--- src/rtl/vcf_pkg.sv ---
package vcf_pkg;
  typedef enum logic [1:0] {
    OP_INSTALL  = 2'd0,
    OP_OPEN     = 2'd1,
    OP_COMPLETE = 2'd2,
    OP_REMOVE   = 2'd3
  } vcf_op_e;
endpackage

--- src/rtl/vcf_match.sv ---
// Fully associative key compare; reports all hits and the lowest hit index.
module vcf_match #(
  parameter int N     = 16,
  parameter int IF_W  = 2,
  parameter int VCI_W = 8,
  localparam int IDX_W = (N > 1) ? $clog2(N) : 1
) (
  input  logic [N-1:0]            ent_valid,
  input  logic [N-1:0][IF_W-1:0]  ent_if,
  input  logic [N-1:0][VCI_W-1:0] ent_vci,
  input  logic [IF_W-1:0]         key_if,
  input  logic [VCI_W-1:0]        key_vci,
  output logic [N-1:0]            hit_vec,
  output logic                    hit,
  output logic [IDX_W-1:0]        hit_idx
);
  for (genvar gi = 0; gi < N; gi++) begin : g_cmp
    assign hit_vec[gi] = ent_valid[gi] && (ent_if[gi] == key_if) && (ent_vci[gi] == key_vci);
  end

  assign hit = |hit_vec;

  always_comb begin
    hit_idx = '0;
    for (int i = N - 1; i >= 0; i--) begin
      if (hit_vec[i]) hit_idx = IDX_W'(i);
    end
  end
endmodule

--- src/rtl/vcf_table.sv ---
// Connection storage and management operations.
module vcf_table
  import vcf_pkg::*;
#(
  parameter int N     = 16,
  parameter int IF_W  = 2,
  parameter int VCI_W = 8,
  localparam int IDX_W = (N > 1) ? $clog2(N) : 1
) (
  input  logic                    clk,
  input  logic                    rst,
  input  logic                    mgmt_valid,
  input  vcf_op_e                 mgmt_op,
  input  logic [IF_W-1:0]         mgmt_in_if,
  input  logic [VCI_W-1:0]        mgmt_in_vci,
  input  logic [IF_W-1:0]         mgmt_out_if,
  input  logic [VCI_W-1:0]        mgmt_out_vci,
  input  logic                    key_hit,
  input  logic [IDX_W-1:0]        key_idx,
  output logic [N-1:0]            ent_valid,
  output logic [N-1:0]            ent_pend,
  output logic [N-1:0][IF_W-1:0]  ent_in_if,
  output logic [N-1:0][VCI_W-1:0] ent_in_vci,
  output logic [N-1:0][IF_W-1:0]  ent_out_if,
  output logic [N-1:0][VCI_W-1:0] ent_out_vci,
  output logic                    mgmt_err
);
  logic             free_any;
  logic [IDX_W-1:0] free_idx;
  logic             wr_full, wr_done, wr_clr, err_next;
  logic [IDX_W-1:0] wr_idx;

  always_comb begin
    free_any = 1'b0;
    free_idx = '0;
    for (int i = N - 1; i >= 0; i--) begin
      if (!ent_valid[i]) begin
        free_any = 1'b1;
        free_idx = IDX_W'(i);
      end
    end
  end

  always_comb begin
    wr_full  = 1'b0;
    wr_done  = 1'b0;
    wr_clr   = 1'b0;
    err_next = 1'b0;
    wr_idx   = key_hit ? key_idx : free_idx;
    if (mgmt_valid) begin
      unique case (mgmt_op)
        OP_INSTALL, OP_OPEN: begin
          if (key_hit || free_any) wr_full = 1'b1;
          else                     err_next = 1'b1;
        end
        OP_COMPLETE: begin
          if (key_hit && ent_pend[key_idx]) wr_done = 1'b1;
          else                              err_next = 1'b1;
        end
        OP_REMOVE: begin
          if (key_hit) wr_clr = 1'b1;
          else         err_next = 1'b1;
        end
        default: err_next = 1'b1;
      endcase
    end
  end

  // Control flags carry reset; data fields do not.
  always_ff @(posedge clk) begin
    if (rst) begin
      ent_valid <= '0;
      ent_pend  <= '0;
      mgmt_err  <= 1'b0;
    end else begin
      mgmt_err <= err_next;
      if (wr_full) begin
        ent_valid[wr_idx] <= 1'b1;
        ent_pend[wr_idx]  <= (mgmt_op == OP_OPEN);
      end else if (wr_done) begin
        ent_pend[wr_idx] <= 1'b0;
      end else if (wr_clr) begin
        ent_valid[wr_idx] <= 1'b0;
        ent_pend[wr_idx]  <= 1'b0;
      end
    end
  end

  always_ff @(posedge clk) begin
    if (wr_full) begin
      ent_in_if[wr_idx]  <= mgmt_in_if;
      ent_in_vci[wr_idx] <= mgmt_in_vci;
      ent_out_if[wr_idx] <= mgmt_out_if;
    end
    if (wr_full || wr_done) begin
      ent_out_vci[wr_idx] <= mgmt_out_vci;
    end
  end
endmodule

--- src/rtl/vcf_emit.sv ---
// Registered forwarding result and drop counter.
module vcf_emit #(
  parameter int IF_W  = 2,
  parameter int VCI_W = 8,
  parameter int CNT_W = 16
) (
  input  logic             clk,
  input  logic             rst,
  input  logic             pkt_valid,
  input  logic             hit_active,
  input  logic [IF_W-1:0]  sel_if,
  input  logic [VCI_W-1:0] sel_vci,
  output logic             out_valid,
  output logic [IF_W-1:0]  out_if,
  output logic [VCI_W-1:0] out_vci,
  output logic             drop,
  output logic [CNT_W-1:0] miss_count
);
  logic fwd, miss;
  assign fwd  = pkt_valid && hit_active;
  assign miss = pkt_valid && !hit_active;

  always_ff @(posedge clk) begin
    if (rst) begin
      out_valid  <= 1'b0;
      drop       <= 1'b0;
      miss_count <= '0;
      out_if     <= '0;
      out_vci    <= '0;
    end else begin
      out_valid <= fwd;
      drop      <= miss;
      if (miss) miss_count <= miss_count + 1'b1;
      if (fwd) begin
        out_if  <= sel_if;
        out_vci <= sel_vci;
      end
    end
  end
endmodule

--- src/rtl/vc_swap_fwd.sv ---
module vc_swap_fwd
  import vcf_pkg::*;
#(
  parameter int N_ENTRIES = 16,
  parameter int IF_W      = 2,
  parameter int VCI_W     = 8,
  parameter int CNT_W     = 16
) (
  input  logic             clk,
  input  logic             rst,
  input  logic             pkt_valid_i,
  input  logic [IF_W-1:0]  pkt_if_i,
  input  logic [VCI_W-1:0] pkt_vci_i,
  output logic             out_valid_o,
  output logic [IF_W-1:0]  out_if_o,
  output logic [VCI_W-1:0] out_vci_o,
  output logic             drop_o,
  output logic [CNT_W-1:0] miss_count_o,
  input  logic             mgmt_valid_i,
  input  logic [1:0]       mgmt_op_i,
  input  logic [IF_W-1:0]  mgmt_in_if_i,
  input  logic [VCI_W-1:0] mgmt_in_vci_i,
  input  logic [IF_W-1:0]  mgmt_out_if_i,
  input  logic [VCI_W-1:0] mgmt_out_vci_i,
  output logic             mgmt_err_o
);
  localparam int IDX_W = (N_ENTRIES > 1) ? $clog2(N_ENTRIES) : 1;

  logic [N_ENTRIES-1:0]            ent_valid, ent_pend, ent_active;
  logic [N_ENTRIES-1:0][IF_W-1:0]  ent_in_if, ent_out_if;
  logic [N_ENTRIES-1:0][VCI_W-1:0] ent_in_vci, ent_out_vci;
  logic [N_ENTRIES-1:0]            pkt_hit_vec, mg_hit_vec;
  logic                            pkt_hit, mg_hit;
  logic [IDX_W-1:0]                pkt_idx, mg_idx;

  assign ent_active = ent_valid & ~ent_pend;

  vcf_match #(.N(N_ENTRIES), .IF_W(IF_W), .VCI_W(VCI_W)) u_pkt_match (
    .ent_valid (ent_active),
    .ent_if    (ent_in_if),
    .ent_vci   (ent_in_vci),
    .key_if    (pkt_if_i),
    .key_vci   (pkt_vci_i),
    .hit_vec   (pkt_hit_vec),
    .hit       (pkt_hit),
    .hit_idx   (pkt_idx)
  );

  vcf_match #(.N(N_ENTRIES), .IF_W(IF_W), .VCI_W(VCI_W)) u_mgmt_match (
    .ent_valid (ent_valid),
    .ent_if    (ent_in_if),
    .ent_vci   (ent_in_vci),
    .key_if    (mgmt_in_if_i),
    .key_vci   (mgmt_in_vci_i),
    .hit_vec   (mg_hit_vec),
    .hit       (mg_hit),
    .hit_idx   (mg_idx)
  );

  vcf_table #(.N(N_ENTRIES), .IF_W(IF_W), .VCI_W(VCI_W)) u_table (
    .clk          (clk),
    .rst          (rst),
    .mgmt_valid   (mgmt_valid_i),
    .mgmt_op      (vcf_op_e'(mgmt_op_i)),
    .mgmt_in_if   (mgmt_in_if_i),
    .mgmt_in_vci  (mgmt_in_vci_i),
    .mgmt_out_if  (mgmt_out_if_i),
    .mgmt_out_vci (mgmt_out_vci_i),
    .key_hit      (mg_hit),
    .key_idx      (mg_idx),
    .ent_valid    (ent_valid),
    .ent_pend     (ent_pend),
    .ent_in_if    (ent_in_if),
    .ent_in_vci   (ent_in_vci),
    .ent_out_if   (ent_out_if),
    .ent_out_vci  (ent_out_vci),
    .mgmt_err     (mgmt_err_o)
  );

  vcf_emit #(.IF_W(IF_W), .VCI_W(VCI_W), .CNT_W(CNT_W)) u_emit (
    .clk        (clk),
    .rst        (rst),
    .pkt_valid  (pkt_valid_i),
    .hit_active (pkt_hit),
    .sel_if     (ent_out_if[pkt_idx]),
    .sel_vci    (ent_out_vci[pkt_idx]),
    .out_valid  (out_valid_o),
    .out_if     (out_if_o),
    .out_vci    (out_vci_o),
    .drop       (drop_o),
    .miss_count (miss_count_o)
  );
endmodule

--- config.mk ---
export PLATFORM = sky130hd
export DESIGN_NAME = vc_swap_fwd
export DESIGN_NICKNAME = d
export VERILOG_FILES = /design/src/rtl/vcf_pkg.sv /design/src/rtl/vcf_match.sv /design/src/rtl/vcf_table.sv /design/src/rtl/vcf_emit.sv /design/src/rtl/vc_swap_fwd.sv
export SDC_FILE = /design/constraint.sdc
export NUM_CORES = 1
export LEC_CHECK = 0
export BUFFER_PORTS_ARGS = -buffer_cell sky130_fd_sc_hd__buf_2
export CAP_MARGIN = 15
export CORE_AREA = 5 5 176 178
export CTS_CLUSTER_DIAMETER = 120
export DETAILED_ROUTE_END_ITERATION = 8
export DIE_AREA = 0 0 181 183
export GPL_TIMING_DRIVEN = 1
export PLACE_DENSITY = 0.82
export SLEW_MARGIN = 20
export SYNTH_ARGS = -nofsm -noshare
export SYNTH_HDL_FRONTEND = slang
export SYNTH_HIERARCHICAL = 1
export SYNTH_SLANG_ARGS = --single-unit
--- constraint.sdc ---
create_clock -name clk -period 13.85 [get_ports clk]
set_input_delay 0.6925 -clock clk [delete_from_list [all_inputs] [get_ports clk]]
set_output_delay 0.6925 -clock clk [all_outputs]
set_load 0.005 [all_outputs]
==> results of run 1 <==
[logic make-up after synthesis]
| logic type | count (synthesis) | synth area share (%) |
|---|---|---|
| buffers and inverters | 110 | 4.001 |
| adders and majority gates | 1 | 0.06711 |
| muxes | 53 | 5.679 |
| DFF | 381 | 58.10 |
| xor gates and xnor gates | 330 | 15.51 |
| AOI/OAI and AO/OA | 128 | 5.477 |
| and+or+nand+nor | 373 | 11.17 |
[sequential cells by signal, indices dropped and copies added, names as in the netlist, named ones only]
| signal | cells |
|---|---|
| u_emit/miss_count | 16 |
| u_emit/out_vci | 8 |
| u_emit/out_if | 2 |
| u_table/ent_pend | 16 |
| u_table/ent_in_if | 32 |
| u_table/ent_out_if | 32 |
| u_table/ent_out_vci | 128 |
| u_table/mgmt_err | 1 |
| u_emit/drop | 1 |
| u_emit/out_valid | 1 |
| u_table/ent_in_vci | 128 |
[cell usage after synthesis, types with 21 or more instances]
cell type and n:
xnor2_1 322, edfxtp_1 320, nand4_1 72, dfxtp_1 61, nor2_1 60, nand2_1 51, nand3_1 47, mux4_2 42
buf_6 41, nor3_1 41, clkbuf_1 33, a21oi_1 26, nor2b_1 26, a22oi_1 21
[per-stage QoR]
stage	instances	instance area, µm²
4_1_cts	1824	20140
6_report	1824	20140
3_5_place_dp	1759	18940
5_1_grt	1824	20140
3_3_place_gp	1759	18940
2_1_floorplan	1376	18640
[placed cells by master (no fill, tap or decap), types with 42 or more instances in the layout]
cell / netlist / final
xnor2_1: 322 / 322
edfxtp_1: 320 / 320
nand4_1: 72 / 72
buf_2: 3 / 64
dfxtp_1: 61 / 61
nor2_1: 60 / 57
nand2_1: 51 / 51
nand3_1: 47 / 47
mux4_2: 42 / 42
[worst paths after layout]
path | end | slack (ps)
worst max-delay path | u_table/ent_out_vci[21] | 7950
worst min register to register | u_emit/out_vci[2] | 450
worst max register to register | u_table/ent_out_vci[21] | 8390
worst min-delay path | u_emit/out_vci[2] | 450
[power by group]
part           switching, mW  internal (mW)
combinational         0.0881         0.0451
sequential           0.00486           1.25
clock                  0.423          0.575
total                  0.515           1.87
[routing by layer]
metal / wire (µm) / share of wire [%] / global-route usage, % / vias to the layer above
met4: 1360 / 2.8 / 7.715 / 2
met3: 5649 / 12 / 6.724 / 113
met1: 18530 / 39 / 40.36 / 5931
li1: - / - / - / 5205
met2: 22210 / 47 / 44.82 / 868
met5: 7 / 0.015 / 0 / -
[critical path: stages]
cell	delay (ps)
buf_2	660
xnor2_1	230
nand4_1	150
or3_4	380
a211oi_1	280
o311ai_1	120
a21boi_1	870
mux2i_1	190
mux4_2	520
mux2_2	280
o31a_1	490
or3_1	490
nor2_1	660
[area by class of cell]
class | count | share of cell area [%]
Inverter | 23 | 0.4411
Sequential cell | 381 | 53.77
Timing Repair Buffer | 80 | 2.187
Multi-Input combinational cell | 885 | 35.24
Clock buffer | 47 | 5.206
Clock inverter | 18 | 0.7331
Tap cell | 390 | 2.423
==> impl_metrics.toml, run 1 <==
[status]
status = "complete, no violations"

[cts]
clockBufferDepth = 3
postCtsSetupBuffers = 0
cts_buffers = 39
cts_tree = "built"
cts_hold_buf = 0
clk_latency_ps = 540
cts_resized = 0
cts_sinks = 381
clkTransAtPathRegs_ps = 60
root_buffer = "clkbuf_16"
cts_max_level = 2

[pwr]
leakagePower_nw = 6.133
power.density_mw_per_mm2 = 118.4
p_total_mw = 2.384
irDropWorstVdd_mv = 0.09297

[timing]
fmax_mhz = 169.4
clock_skew_ps = 19.02
setup_viol = 0
drv_slew = 0
setup_slack_ps = 7946
hold_viol_final = 0
setup_tns_ps = 0
worstMarginPinSlew_ps = 1224
maxSlewHeadroom_pct = 18.09
fin_crit_sh_pct = 42.63
rsz0062_at_grt = "no"
fin_crit_ps = 5904
fin_hold_ws_ps = 454.9

[logic_synthesis]
yosysTopAreaCellShare_pct = 51.55
synthArstFlopShare_pct = 0
seq_area_frac_synth_pct = 58.10
syn_avg_cell_area_um2 = 13.55
synth_area_leaders = "edfxtp_1 52%, xnor2_1 15%, dfxtp_1 6.6%"
synth_area_mm2 = 0.01864
yosysTopAreaCell = "edfxtp_1"
ys.warnings.count = 6
synth_cells = 1376
synth-seq-cells = 381
synth-edff-count = 320
yosysUniqueCellTypes = 72
syn_nets = 1413
synth_ff_type = "edfxtp_1"

[floorplan]
io_pins = 65
initial_core_util_pct = 63.74
dieArea_mm2 = 0.03312
core.rowCount = 63
die_y_um = 183
fp.dieW_um = 181
core_region_area_mm2 = 0.02924

[critical_path]
start_kind = "primary input"
worstPathArrival_ps = 6060
cp.required_ps = 14010
critPathCaptureType = "register"
startpoint = "mgmt_in_vci_i[1]"
crit_fanout = 32
rr_worst_depth = 12
r2r-start = "u_table/ent_in_if[29]"
path_class = "primary input to register"

[place]
io_buffers = 64
place_congestion = 0.9370
place_ws_ps = 7581
dp_hpwl_mm = 30.71

[min_path]
hp-class = "register to register"
whs_path_depth = 2
hp-start = "u_emit/out_vci[2]"

[route]
num_vias = 12119
drc = 0
avgViaCountPerCell = 6.644
drtAntennaViolNets = 0
wl_per_cell_um = 26.19
wl_mm = 47.76
initialDrtViolationCount = 1908
drt_first_pass_iters = 6

[global_route]
grt.total_usage_pct = 28.37
antenna_found_initial = 1
grt_pass1_wl_mm = 72.74
grt_max_degree = 43
grt_pass1_vias = 11987
grt.overflow.total = 0

[final_layout]
multiInputGateArea_mm2 = 0.007097
regArea_mm2 = 0.01083
drive_gt1_share_pct = 14.78
nets = 1447
antennaDiodeCount = 0
area_growth_pct = 8.048
fillers = 1923
final_util_pct = 68.87

[run]
maxCapViolCount = 0
Power figures use the tool's default switching activity.
==> run 2, diff against run 1 <==
--- a/config.mk
+++ b/config.mk
@@ -5,14 +5,15 @@
 export SDC_FILE = /design/constraint.sdc
 export NUM_CORES = 1
 export LEC_CHECK = 0
+export ABC_AREA = 1
 export BUFFER_PORTS_ARGS = -buffer_cell sky130_fd_sc_hd__buf_2
 export CAP_MARGIN = 15
-export CORE_AREA = 5 5 176 178
+export CORE_AREA = 5 5 194 196
 export CTS_CLUSTER_DIAMETER = 120
 export DETAILED_ROUTE_END_ITERATION = 8
-export DIE_AREA = 0 0 181 183
+export DIE_AREA = 0 0 199 201
 export GPL_TIMING_DRIVEN = 1
-export PLACE_DENSITY = 0.82
+export PLACE_DENSITY = 0.77
 export SLEW_MARGIN = 20
 export SYNTH_ARGS = -nofsm -noshare
 export SYNTH_HDL_FRONTEND = slang
==> constraint.sdc (replaced) <==
create_clock -name clk -period 4.85 [get_ports clk]
set_input_delay 0.2425 -clock clk [delete_from_list [all_inputs] [get_ports clk]]
set_output_delay 0.2425 -clock clk [all_outputs]
set_load 0.005 [all_outputs]
==> run 2 against run 1 <==
Against the previous run:
- die area rose by 21%
- non-clock buffer count rose by 31
- count of clock-buffer cells in the layout rose by 9
- total power rose to 3.0 times the previous value
- clock skew rose by 7.9 ps
- global-route usage rose by 0.26 points
- setup slack got worse by 7700 ps
- final area rose by 9.9%
- critical path type is now register to register
- largest cell class unchanged
==> impl_metrics.toml, run 2 <==
[timing]
rsz0062_at_grt = "no"
setup_tns_ps = 0
clock_skew_ps = 26.96
fin_crit_ps = 4556
fin_crit_sh_pct = 93.94
fin_hold_ws_ps = 50.57
setup_viol = 0
setup_slack_ps = 294.0
fmax_mhz = 219.5
hold_viol_final = 0
worstMarginPinSlew_ps = 822.2
drv_slew = 0
maxSlewHeadroom_pct = 44.99

[global_route]
grt_pass1_vias = 15935
antenna_found_initial = 1
grt.overflow.total = 0
grt_pass1_wl_mm = 88.71
grt.total_usage_pct = 28.63
grt_max_degree = 81

[final_layout]
drive_gt1_share_pct = 12.20
nets = 2308
final_util_pct = 61.61
reg_top3 = "u_table/ent_in_vci: 128 flops, u_table/ent_out_vci: 128 flops"
final_area_mm2 = 0.02213
final_common_cell = "nand2_1"
stdcell_count = 2773
area_growth_pct = 10.31
layout_common_cells = "548 x nand2_1, 320 x edfxtp_1, 283 x inv_1"

[critical_path]
rr_worst_depth = 17
critPathBufInv = 2
start_kind = "register"
worstPathArrival_ps = 4740
crit_fanout = 10
path_class = "register to register"
rrSetupSlack_ps = 290
cpLargestDelayFamily = "compound AO/OA/AOI/OAI gates"
r2r-end = "u_table/ent_out_vci[21]"
cp_common_cell = "nor2_1"
r2r-start = "u_table/ent_in_vci[81]"
crit_chain = "or2_2, a221oi_1, nand3_1, nand2_1, nor2_1, nor2_1, o21bai_1, a31oi_1, o21ai_0, o211ai_1, o211ai_1, a21oi_1, nand3_1, nand2_1, inv_2, buf_4, nor2_1"
critPathCaptureType = "register"
cp.required_ps = 5030
critical_path.max_stage_delay_ps = 590
crit_path_top_delay_cell = "nor2_1"

[min_path]
hp-class = "primary input to register"
hold_path_end = "u_table/mgmt_err"
hp-start = "mgmt_valid_i"
whs_path_depth = 3

[pwr]
p_total_mw = 7.214
leakagePower_nw = 9.011
irDropWorstVdd_mv = 0.3241
power.density_mw_per_mm2 = 326.0

[cts]
cts_buffers = 41
cts_max_level = 2
clockBufferDepth = 3
cts_sinks = 381
root_buffer = "clkbuf_16"
cts_tree = "built"
clkTransAtPathRegs_ps = 60
clk_latency_ps = 570

[route]
initialDrtViolationCount = 1826
drt_first_pass_iters = 7
wl_per_cell_um = 21.26
avgViaCountPerCell = 5.928
num_vias = 16438
drc = 0
wl_mm = 58.95
drtAntennaViolNets = 0

[place]
io_buffers = 64
placed_area_mm2 = 0.02067
place_congestion = 0.9767
place_ws_ps = 180.9
dp_cells = 2694
dp_hpwl_mm = 39.42

[logic_synthesis]
syn_avg_cell_area_um2 = 9.056
synth_cells = 2215
synth_area_mm2 = 0.02006
syn_nets = 2252
ys.warnings.count = 6

[status]
status = "complete, no violations"

[floorplan]
die_y_um = 201
initial_core_util_pct = 55.86
io_pins = 65
fp.dieW_um = 199
core.rowCount = 70
core_region_area_mm2 = 0.03591
dieArea_mm2 = 0.04000

[run]
maxCapViolCount = 0
run 2: cell type report:
cell class,instances,area [µm²]
fillers,2983,13780
clock inverters,20,255.2
flip-flops and latches,381,10830
diodes,1,2.502
clock buffers,56,1152
repair buffers,111,703.2
multi-input cells,1422,7401
inverters,314,1195
well taps,468,585.6
run 2: worst max path at each step:
stage                                       from                       end  slack [ps]  cells past startpoint
after floorplan                 mgmt_in_vci_i[5]  u_table/ent_out_vci[104]        1110                     28
after global placement          mgmt_in_vci_i[0]   u_table/ent_out_vci[24]         270                     19
after detailed placement        mgmt_in_vci_i[0]   u_table/ent_out_vci[88]         180                     19
after CTS                 u_table/ent_in_vci[81]   u_table/ent_out_vci[92]         310                     16
after global routing             mgmt_in_if_i[0]   u_table/ent_out_vci[21]           5                     32
final                     u_table/ent_in_vci[81]   u_table/ent_out_vci[21]         290                     17
run 2: what timing repair did:
action                                  4_1_cts  5_1_grt
gates resized for setup                       0        3
hold buffers                                  2        0
hold endpoints to repair                      2        0
setup buffers                                 0        0
endpoints found under the setup margin        0       24
run 2: power by group:
group | internal [mW] | total (mW) | switching [mW]
sequential | 3.56 | 3.57 | 0.0111
combinational | 0.108 | 0.410 | 0.302
clock | 1.90 | 3.23 | 1.33
total | 5.57 | 7.21 | 1.65
run 2: worst register-to-register path, stage by stage (launching register included):
cell and delay (ps):
edfxtp_1 470, or2_2 340, a221oi_1 300, nand3_1 190, nand2_1 150, nor2_1 60
nor2_1 120, o21bai_1 100, a31oi_1 540, o21ai_0 200, o211ai_1 220, o211ai_1 160
a21oi_1 190, nand3_1 130, nand2_1 100, inv_2 120, buf_4 200, nor2_1 590
run 2: routing by layer:
metal	track usage, %	share of wire [%]	vias to the layer above
li1	-	-	7512
met1	37.35	38	7667
met2	45.65	46	1028
met3	4.783	9.9	231
met4	15.63	6.0	0
met5	0	0	-
